===== src/rtl/xdma_pkg.sv =====
// Shared types and register layout for the expansion RAM DMA controller.
// Assumes 16-bit host addresses and a 16-bit length, each mapped as two bytes.
package xdma_pkg;
    localparam int HAW  = 16;
    localparam int LENW = 16;

    typedef enum logic [1:0] {
        MODE_STASH  = 2'd0,
        MODE_FETCH  = 2'd1,
        MODE_SWAP   = 2'd2,
        MODE_VERIFY = 2'd3
    } xfer_mode_e;

    typedef enum logic [2:0] {
        ST_IDLE, ST_PREP, ST_HOLD, ST_MOVE, ST_SWAPW
    } seq_state_e;

    localparam logic [3:0] OFS_STATUS = 4'h0;
    localparam logic [3:0] OFS_CTRL   = 4'h1;
    localparam logic [3:0] OFS_HLO    = 4'h2;
    localparam logic [3:0] OFS_HHI    = 4'h3;
    localparam logic [3:0] OFS_XLO    = 4'h4;
    localparam logic [3:0] OFS_XHI    = 4'h5;
    localparam logic [3:0] OFS_BANK   = 4'h6;
    localparam logic [3:0] OFS_LLO    = 4'h7;
    localparam logic [3:0] OFS_LHI    = 4'h8;
    localparam logic [3:0] OFS_IMASK  = 4'h9;
    localparam logic [3:0] OFS_ACTL   = 4'hA;

    localparam int CTL_EXEC   = 7;
    localparam int CTL_AUTO   = 5;
    localparam int CTL_NOTRIG = 4;
    localparam int IM_GLOBAL  = 7;
    localparam int IM_EOB     = 6;
    localparam int IM_FAULT   = 5;
    localparam int AC_HOLD_H  = 7;
    localparam int AC_HOLD_X  = 6;

    localparam logic [7:0] CTRL_RESET = 8'h10;
endpackage


===== src/rtl/xdma_regfile.sv =====
// Register window of the DMA controller: control, mask, address control,
// latched and working copies of both addresses and the length, and status.
// Assumes the engine reports byte_done/mismatch/finish in the cycle a byte
// completes; bus accesses are not expected while the engine is busy.
module xdma_regfile
    import xdma_pkg::*;
#(
    parameter int BANKW = 8
) (
    input  logic             clk,
    input  logic             rst_n,
    input  logic             bus_wr,
    input  logic             bus_rd,
    input  logic [3:0]       bus_addr,
    input  logic [7:0]       bus_wdata,
    output logic [7:0]       bus_rdata,
    input  logic             idle,
    input  logic             trig_hit,
    input  logic             byte_done,
    input  logic             mismatch,
    input  logic             finish,
    output logic             arm,
    output logic             len_one,
    output xfer_mode_e       mode,
    output logic [HAW-1:0]   host_addr,
    output logic [BANKW+HAW-1:0] xp_addr,
    output logic             irq
);
    localparam int XAW = BANKW + HAW;

    logic [7:0]       ctrl_q, imask_q, actl_q;
    logic [HAW-1:0]   hl_q, hw_q, xl_q, xw_q;
    logic [BANKW-1:0] bl_q, bw_q;
    logic [LENW-1:0]  ll_q, len_q;
    logic [2:0]       stat_q;   // {pending, end-of-block, fault}
    logic             pend_set, rd_status, reload;
    logic [XAW-1:0]   xnext;

    function automatic logic hit(input logic [3:0] ofs);
        return bus_wr && (bus_addr == ofs);
    endfunction

    assign arm = idle && ((hit(OFS_CTRL) && bus_wdata[CTL_EXEC] && bus_wdata[CTL_NOTRIG])
               || (ctrl_q[CTL_EXEC] && !ctrl_q[CTL_NOTRIG] && trig_hit));
    assign len_one   = (len_q == LENW'(1));
    assign mode      = xfer_mode_e'(ctrl_q[1:0]);
    assign host_addr = hw_q;
    assign xp_addr   = {bw_q, xw_q};
    assign irq       = stat_q[2];
    assign reload    = finish && ctrl_q[CTL_AUTO];
    assign rd_status = bus_rd && (bus_addr == OFS_STATUS);
    assign xnext     = {bw_q, xw_q} + XAW'(1);
    assign pend_set  = imask_q[IM_GLOBAL] && ((mismatch && imask_q[IM_FAULT])
                                           || (finish && imask_q[IM_EOB]));

    // Control register: software writes, and the start rewrite of exec/notrig.
    always_ff @(posedge clk) begin
        if (!rst_n) begin
            ctrl_q <= CTRL_RESET;
        end else if (arm) begin
            ctrl_q             <= hit(OFS_CTRL) ? bus_wdata : ctrl_q;
            ctrl_q[CTL_EXEC]   <= 1'b0;
            ctrl_q[CTL_NOTRIG] <= 1'b1;
        end else if (hit(OFS_CTRL)) begin
            ctrl_q <= bus_wdata;
        end
    end

    // Interrupt mask and address control: plain software registers.
    always_ff @(posedge clk) begin
        if (!rst_n) begin
            imask_q <= '0;
            actl_q  <= '0;
        end else begin
            if (hit(OFS_IMASK)) imask_q <= bus_wdata;
            if (hit(OFS_ACTL))  actl_q  <= bus_wdata;
        end
    end

    // Host base: latched copy plus working copy that steps per byte.
    always_ff @(posedge clk) begin
        if (!rst_n) begin
            hl_q <= '0;
            hw_q <= '0;
        end else if (hit(OFS_HLO)) begin
            hl_q <= {hl_q[15:8], bus_wdata};
            hw_q <= {hl_q[15:8], bus_wdata};
        end else if (hit(OFS_HHI)) begin
            hl_q <= {bus_wdata, hl_q[7:0]};
            hw_q <= {bus_wdata, hl_q[7:0]};
        end else if (reload) begin
            hw_q <= hl_q;
        end else if (byte_done && !actl_q[AC_HOLD_H]) begin
            hw_q <= hw_q + HAW'(1);
        end
    end

    // Expansion base and bank: latched copies plus working {bank, base}.
    always_ff @(posedge clk) begin
        if (!rst_n) begin
            xl_q <= '0;
            xw_q <= '0;
            bl_q <= '0;
            bw_q <= '0;
        end else if (hit(OFS_XLO)) begin
            xl_q <= {xl_q[15:8], bus_wdata};
            xw_q <= {xl_q[15:8], bus_wdata};
        end else if (hit(OFS_XHI)) begin
            xl_q <= {bus_wdata, xl_q[7:0]};
            xw_q <= {bus_wdata, xl_q[7:0]};
        end else if (hit(OFS_BANK)) begin
            bl_q <= bus_wdata[BANKW-1:0];
            bw_q <= bus_wdata[BANKW-1:0];
        end else if (reload) begin
            xw_q <= xl_q;
            bw_q <= bl_q;
        end else if (byte_done && !actl_q[AC_HOLD_X]) begin
            {bw_q, xw_q} <= xnext;
        end
    end

    // Length: latched copy and working down-counter that stops at one.
    always_ff @(posedge clk) begin
        if (!rst_n) begin
            ll_q  <= '1;
            len_q <= '1;
        end else if (hit(OFS_LLO)) begin
            ll_q  <= {ll_q[15:8], bus_wdata};
            len_q <= {ll_q[15:8], bus_wdata};
        end else if (hit(OFS_LHI)) begin
            ll_q  <= {bus_wdata, ll_q[7:0]};
            len_q <= {bus_wdata, ll_q[7:0]};
        end else if (reload) begin
            len_q <= ll_q;
        end else if (byte_done && !len_one) begin
            len_q <= len_q - LENW'(1);
        end
    end

    // Status flags: fault, end-of-block and the read-cleared pending flag.
    always_ff @(posedge clk) begin
        if (!rst_n) begin
            stat_q <= '0;
        end else begin
            if (arm)       stat_q[0] <= 1'b0;
            if (mismatch)  stat_q[0] <= 1'b1;
            if (byte_done) stat_q[1] <= len_one || (len_q == LENW'(2));
            if (pend_set)       stat_q[2] <= 1'b1;
            else if (rd_status) stat_q[2] <= 1'b0;
        end
    end

    // Read multiplexer over the working copies.
    always_comb begin
        case (bus_addr)
            OFS_STATUS: bus_rdata = {stat_q, 5'b0};
            OFS_CTRL:   bus_rdata = ctrl_q;
            OFS_HLO:    bus_rdata = hw_q[7:0];
            OFS_HHI:    bus_rdata = hw_q[15:8];
            OFS_XLO:    bus_rdata = xw_q[7:0];
            OFS_XHI:    bus_rdata = xw_q[15:8];
            OFS_BANK:   bus_rdata = 8'(bw_q);
            OFS_LLO:    bus_rdata = len_q[7:0];
            OFS_LHI:    bus_rdata = len_q[15:8];
            OFS_IMASK:  bus_rdata = imask_q;
            OFS_ACTL:   bus_rdata = actl_q;
            default:    bus_rdata = 8'h00;
        endcase
    end

    assert_exec_cleared_R8: assert property (@(posedge clk) disable iff (!rst_n)
        arm |=> (!ctrl_q[CTL_EXEC] && ctrl_q[CTL_NOTRIG]));

    assert_len_step_R10: assert property (@(posedge clk) disable iff (!rst_n)
        (byte_done && !finish && !bus_wr) |=> (len_q == $past(len_q) - LENW'(1)));

    assert_autoload_R12: assert property (@(posedge clk) disable iff (!rst_n)
        (reload && !bus_wr) |=> (hw_q == hl_q && xw_q == xl_q && len_q == ll_q && bw_q == bl_q));

    assert_pend_clear_R13: assert property (@(posedge clk) disable iff (!rst_n)
        (rd_status && !pend_set) |=> !irq);
endmodule


===== src/rtl/xdma_seq.sv =====
// Transfer sequencer: start delay, ready hold, per-byte moves for the four
// modes, and the end condition. Assumes both memories return read data in
// the same cycle as the address and write on the clock edge.
module xdma_seq
    import xdma_pkg::*;
(
    input  logic       clk,
    input  logic       rst_n,
    input  logic       arm,
    input  xfer_mode_e mode,
    input  logic       len_one,
    input  logic [7:0] h_rdata,
    input  logic [7:0] x_rdata,
    output logic       idle,
    output logic       cpu_rdy,
    output logic       byte_done,
    output logic       mismatch,
    output logic       finish,
    output logic       h_we,
    output logic [7:0] h_wdata,
    output logic       x_we,
    output logic [7:0] x_wdata
);
    seq_state_e state_q, state_d;
    logic [7:0] cap_h_q, cap_x_q;
    logic       moving;

    assign moving    = (state_q == ST_MOVE);
    assign idle      = (state_q == ST_IDLE);
    assign cpu_rdy   = (state_q == ST_IDLE) || (state_q == ST_PREP);
    assign byte_done = (moving && mode != MODE_SWAP) || (state_q == ST_SWAPW);
    assign mismatch  = moving && (mode == MODE_VERIFY) && (h_rdata != x_rdata);
    assign finish    = byte_done && (len_one || mismatch);
    assign h_we      = (moving && mode == MODE_FETCH) || (state_q == ST_SWAPW);
    assign x_we      = (moving && mode == MODE_STASH) || (state_q == ST_SWAPW);
    assign h_wdata   = (state_q == ST_SWAPW) ? cap_x_q : x_rdata;
    assign x_wdata   = (state_q == ST_SWAPW) ? cap_h_q : h_rdata;

    // Next-state selection for the start delay and the byte loop.
    always_comb begin
        state_d = state_q;
        case (state_q)
            ST_IDLE:  if (arm) state_d = ST_PREP;
            ST_PREP:  state_d = ST_HOLD;
            ST_HOLD:  state_d = ST_MOVE;
            ST_MOVE:  state_d = (mode == MODE_SWAP) ? ST_SWAPW : (finish ? ST_IDLE : ST_MOVE);
            ST_SWAPW: state_d = finish ? ST_IDLE : ST_MOVE;
            default:  state_d = ST_IDLE;
        endcase
    end

    // State register.
    always_ff @(posedge clk) begin
        if (!rst_n) state_q <= ST_IDLE;
        else        state_q <= state_d;
    end

    // Swap capture: hold both bytes read in the first swap cycle.
    always_ff @(posedge clk) begin
        if (!rst_n) begin
            cap_h_q <= '0;
            cap_x_q <= '0;
        end else if (moving && mode == MODE_SWAP) begin
            cap_h_q <= h_rdata;
            cap_x_q <= x_rdata;
        end
    end

    assert_rdy_timing_R14: assert property (@(posedge clk) disable iff (!rst_n)
        arm |=> cpu_rdy ##1 !cpu_rdy);

    assert_no_write_ready_R14: assert property (@(posedge clk) disable iff (!rst_n)
        cpu_rdy |-> (!h_we && !x_we));

    assert_dual_write_swap_R5: assert property (@(posedge clk) disable iff (!rst_n)
        (h_we && x_we) |-> (mode == MODE_SWAP));

    assert_verify_stop_R6: assert property (@(posedge clk) disable iff (!rst_n)
        mismatch |=> cpu_rdy);
endmodule


===== src/rtl/xdma_top.sv =====
// Expansion RAM DMA controller top: joins the register window and the
// sequencer and detects the host store to the trigger address.
// Assumes the two memories are external synchronous-write arrays.
module xdma_top
    import xdma_pkg::*;
#(
    parameter int          BANKW     = 8,
    parameter logic [15:0] TRIG_ADDR = 16'hFF00,
    localparam int         XAW       = BANKW + HAW
) (
    input  logic           clk,
    input  logic           rst_n,
    input  logic           reg_cs,
    input  logic           reg_we,
    input  logic [3:0]     reg_addr,
    input  logic [7:0]     reg_wdata,
    output logic [7:0]     reg_rdata,
    input  logic           cpu_wr,
    input  logic [15:0]    cpu_waddr,
    output logic           cpu_rdy,
    output logic           irq,
    output logic [HAW-1:0] h_addr,
    input  logic [7:0]     h_rdata,
    output logic           h_we,
    output logic [7:0]     h_wdata,
    output logic [XAW-1:0] x_addr,
    input  logic [7:0]     x_rdata,
    output logic           x_we,
    output logic [7:0]     x_wdata
);
    logic       idle, arm, len_one, byte_done, mismatch, finish, trig_hit;
    xfer_mode_e mode;

    assign trig_hit = cpu_wr && (cpu_waddr == TRIG_ADDR);

    xdma_regfile #(.BANKW(BANKW)) u_regs (
        .clk(clk), .rst_n(rst_n),
        .bus_wr(reg_cs && reg_we), .bus_rd(reg_cs && !reg_we),
        .bus_addr(reg_addr), .bus_wdata(reg_wdata), .bus_rdata(reg_rdata),
        .idle(idle), .trig_hit(trig_hit), .byte_done(byte_done),
        .mismatch(mismatch), .finish(finish), .arm(arm), .len_one(len_one),
        .mode(mode), .host_addr(h_addr), .xp_addr(x_addr), .irq(irq)
    );

    xdma_seq u_seq (
        .clk(clk), .rst_n(rst_n), .arm(arm), .mode(mode), .len_one(len_one),
        .h_rdata(h_rdata), .x_rdata(x_rdata), .idle(idle), .cpu_rdy(cpu_rdy),
        .byte_done(byte_done), .mismatch(mismatch), .finish(finish),
        .h_we(h_we), .h_wdata(h_wdata), .x_we(x_we), .x_wdata(x_wdata)
    );
endmodule


===== config.mk =====
export PLATFORM = sky130hd
export DESIGN_NAME = xdma_top
export DESIGN_NICKNAME = d
export VERILOG_FILES = /design/src/rtl/xdma_pkg.sv /design/src/rtl/xdma_regfile.sv /design/src/rtl/xdma_seq.sv /design/src/rtl/xdma_top.sv
export SDC_FILE = /design/constraint.sdc
export NUM_CORES = 1
export LEC_CHECK = 0
export BUFFER_PORTS_ARGS = -buffer_cell sky130_fd_sc_hd__buf_2
export CORE_ASPECT_RATIO = 1.25
export CORE_MARGIN = 4
export CORE_UTILIZATION = 50
export CTS_CLUSTER_SIZE = 30
export DETAILED_ROUTE_END_ITERATION = 12
export HOLD_SLACK_MARGIN = 0.02
export PLACE_DENSITY = 0.71
export SYNTH_ARGS = -nofsm -noshare
export SYNTH_HDL_FRONTEND = slang
export SYNTH_SLANG_ARGS = --single-unit

===== constraint.sdc =====
create_clock -name clk -period 3.6 [get_ports clk]
set_clock_uncertainty 0.15 [all_clocks]
set_input_delay 0.36 -clock clk [delete_from_list [all_inputs] [get_ports clk]]
set_output_delay 0.36 -clock clk [all_outputs]
set_load 0.005 [all_outputs]

==> results.txt <==
----------------------------------------------------
[Synthesis]
  Most used flip-flop cell after synthesis ... sky130_fd_sc_hd__dfxtp_1
  Mapped cell area ... slightly below 0.009 mm^2
  Per-instance average area after synthesis ... 7.67 um^2
  Flops & latches, synth ... around 160
  Syn. warnings ... 0
  Distinct cell type count after synthesis ... 65
  Number of synthesized flops with an enable pin ... 0
  Fraction of registers with async set/reset ... 0%
  Register area share after synthesis ... around 36%
  Post-Synthesis Cells ... 1137
  Mapped Nets ... roughly 1200

[Floorplan]
  Die height ... between 150 and 200 um
  Die X ... 126 um
  Placeable core region ... around 0.017 mm^2
  Initial core utilization ... between 50 and 60%
  Area enclosed by the die boundary ... 0.0196 mm^2
  Top-Level Pins ... between 100 and 150
  Number of core rows ... 53

[Timing]
  Fin. Hold Viols ... 0
  Final-report setup violation count ... 0
  Slew @ Worst Pin ... 1.04 ns
  Setup repair after global routing missed its margin ... false
  Final worst path period need ... about 3.2 ns
  Max Clk Rate ... 315 MHz
  Post-route setup TNS ... 0 ns
  Worst-case headroom to the max-slew limit ... between 30 and 40%
  Minimum hold slack ... around 0.036 ns
  Max-slew violation count ... 0
  Period Utilization, post-route ... between 80% and 90%

[Finish]
  Commonest non-fill, non-tap cell in the layout ... sky130_fd_sc_hd__nand2_1
  Number of nets in the layout ... 1271
  Commonest cells after routing, fill and taps aside ... sky130_fd_sc_hd__nand2_1, sky130_fd_sc_hd__dfxtp_1, sky130_fd_sc_hd__buf_2, sky130_fd_sc_hd__a21oi_1, sky130_fd_sc_hd__nor2_1
  Post-layout instance count excluding filler cells ... about 1500
  Number of diodes added for antenna fixing ... 0
  Area added between synthesis and finish ... 15.4%
  Fraction of final layout cells sized beyond drive strength 1 ... between 10% and 20%

[Critical path]
  Maximum single-stage delay on the critical path ... 0.59 ns
  Crit start category ... flop
  Cell type of the slowest stage on the worst timing path ... sky130_fd_sc_hd__or4_4
  Required time of the critical path ... ~3.8 ns
  Cell type group with the largest total delay on the critical path ... simple AND/OR/NAND/NOR gates
  Buffers and inverters on the worst path ... 0
  Max FO, Critical Path ... 11
  Crit end category ... flop
  Cell chain of the critical path ... or4_4 -> or3b_1 -> nor2_8 -> o211a_4 -> o21ai_1 -> and2_1 -> o31a_1
  Worst Setup Path Type ... flop to flop
  Worst EP arrival ... between 3 and 4 ns

[Clock tree]
  Hold-fix buffer count after cts ... 0
  Number of levels the H-tree was split into ... 4
  Number of buffers on the longest clock path ... 2
  CTS Root Buffer Type ... sky130_fd_sc_hd__clkbuf_16
  CTS sink count ... between 150 and 200
  Clock insertion delay at the later pin of the skew report ... between 0.4 and 0.5 ns
  Setup bufs post-CTS ... 0
  CTS tree ... built
  CTS clock-pin slew for the worst setup and hold paths ... roughly 0.060 ns
  Inserted Clock Buffers ... 17
  Quantity of gates resized following cts ... 0

[GRT]
  Aggregate global routing overflow ... 0
  Maximum number of pins on one net before global-route repair ... 61
  Global routing usage on met3 ... around 6.1%
  Global-route met2 utilization ... a little under half
  GRT Max-Usage Layer ... met2
  Global router's overall resource usage ... 28.7%
  Global-route wire length before repair ... between 40 and 50 mm
  Initial antenna violation count ... 0
  Vias in the first global route ... between 8000 and 9000
  Met1 routing resource usage after global routing ... between 30% and 40%

[Place]
  Placed Instances ... around 1400
  RePlAce Congestion ... between 0.9 and 1
  Detail Placement HPWL ... approximately 19 mm
  Port Buf Inserts ... 116

[Routing]
  Detail Route Antenna Nets ... 0
  Total number of vias ... 9040
  WL/cell ... between 15 and 20 um
  Wire length after detailed routing ... about 28 mm
  Violation count after the first detailed-routing iteration ... between 800 and 900
  DRT Pass-1 Iters ... 8
  Mean number of vias per cell ... roughly 6.2
  Count of unresolved DRC violations after routing ... 0

[Hold path]
  Path category of the worst min-delay check ... input pin to flop

[Pwr]
  Leakage power ... a little under 0.004 uW
  Max rail drop VDD ... 0.328 mV
  Total power consumption of the routed design ... 3990 uW
  Power per cell area ... between 300 and 400 mW/mm^2

[Job]
  Maximum capacitance violations ... 0

[Run status]
  Outcome ... finished clean

----------------------------------------------------
-- final timing paths --
path | slack [ns] | cells after the start | startpoint | end
worst max register to register | 0.43 | 7 | u_regs.len_q[4]$_SDFFE_PN1P_ | u_regs.xw_q[13]$_SDFFE_PN0P_
worst max-delay path | 0.43 | 7 | u_regs.len_q[4]$_SDFFE_PN1P_ | u_regs.xw_q[13]$_SDFFE_PN0P_
worst min register to register | 0.30 | 2 | u_regs.hl_q[7]$_SDFFE_PN0P_ | u_regs.hl_q[7]$_SDFFE_PN0P_
worst min-delay path | 0.04 | 3 | x_rdata[6] | u_seq.cap_x_q[6]$_SDFFE_PN0P_
-- final cells by class --
cell class | instances | area [um^2]
fill | 1645 | 6920
multi-input combinational | 885 | 5170
sequential | 158 | 3160
timing repair buffer | 146 | 806
clock buffer | 20 | 457
tap | 220 | 275
clock inverter | 12 | 159
inverter | 9 | 33.8
-- worst reg2reg max path, stage by stage, from the launching register on --
cell	delay, ns
sky130_fd_sc_hd__dfxtp_1	0.38
sky130_fd_sc_hd__or4_4	0.59
sky130_fd_sc_hd__or3b_1	0.54
sky130_fd_sc_hd__nor2_8	0.22
sky130_fd_sc_hd__o211a_4	0.26
sky130_fd_sc_hd__o21ai_1	0.33
sky130_fd_sc_hd__and2_1	0.32
sky130_fd_sc_hd__o31a_1	0.27
-- sequential cells by signal (all words and copies together), names as in the netlist, 16 cells and up --
register          flops
u_regs.hl_q          16
u_regs.xw_q          16
u_regs.host_addr     16
u_regs.ll_q          16
u_regs.xl_q          16
u_regs.len_q         16
-- metrics by stage --
| step | area [um^2] | setup slack (ns) | utilization (%) |
|---|---|---|---|
| floorplan | 8720 | 0.885 | - |
| global placement | 9450 | 0.570 | 55.6 |
| detailed placement | 9450 | 0.499 | 55.6 |
| CTS | 10100 | 0.477 | 59.3 |
| global route | 10100 | 0.226 | 59.3 |
| finish | 10100 | 0.427 | 59.3 |
-- synthesized netlist by cell type, drive strengths merged (3+ instances only) --
| library cell | instances | area, um^2 |
|---|---|---|
| o221ai | 6 | 52.6 |
| nand2 | 226 | 848 |
| a221oi | 5 | 43.8 |
| buf | 17 | 113 |
| nand3 | 65 | 325 |
| o21ai | 51 | 259 |
| and4 | 5 | 43.8 |
| or3 | 3 | 18.8 |
| nor2b | 10 | 62.6 |
| nor2 | 88 | 347 |
| nor3 | 18 | 90.1 |
| a22oi | 13 | 97.6 |
| ha | 5 | 62.6 |
| o31ai | 4 | 43.8 |
| xor2 | 40 | 350 |
| inv | 9 | 33.8 |
| a311oi | 3 | 26.3 |
| mux2i | 19 | 190 |
| xnor2 | 14 | 123 |
| a41oi | 9 | 78.8 |
| a21boi | 3 | 22.5 |
| a32oi | 9 | 78.8 |
| a21o | 3 | 22.5 |
| clkbuf | 68 | 255 |
| a22o | 3 | 26.3 |
| o22ai | 17 | 106 |
| mux2 | 24 | 270 |
| a21oi | 93 | 465 |
| nor4 | 14 | 87.6 |
| nand4 | 17 | 106 |
| o211ai | 34 | 269 |
| dfxtp | 158 | 3160 |
| a31oi | 29 | 194 |
| and3 | 3 | 18.8 |
| and2 | 8 | 50.1 |
| a222oi | 5 | 50.1 |
| a211oi | 5 | 37.5 |
| nand2b | 9 | 56.3 |
| or2 | 5 | 31.3 |
-- where the power goes --
part	total [uW]	switching, uW	internal (uW)
Clock	1900	763	1130
Sequential	1790	25.2	1770
Combinational	304	197	107
-- layer usage --
metal / vias to the layer above / wire length, um
met1: 4218 / 11500
met3: 92 / 2640
met4: 0 / 1060
li1: 4267 / -
met2: 463 / 13200
met5: - / 0
-- cell families after synthesis --
logic type,after synthesis,synth area share [%]
and+or+nand+nor,478,24.6
AOI/OAI and AO/OA,304,22.8
DFF,158,36.3
buffers and inverters,94,4.61
xor gates and xnor gates,54,5.42
muxes,44,5.54
adders and majority gates,5,0.717
Note: power is estimated with default switching activity, not from simulation.
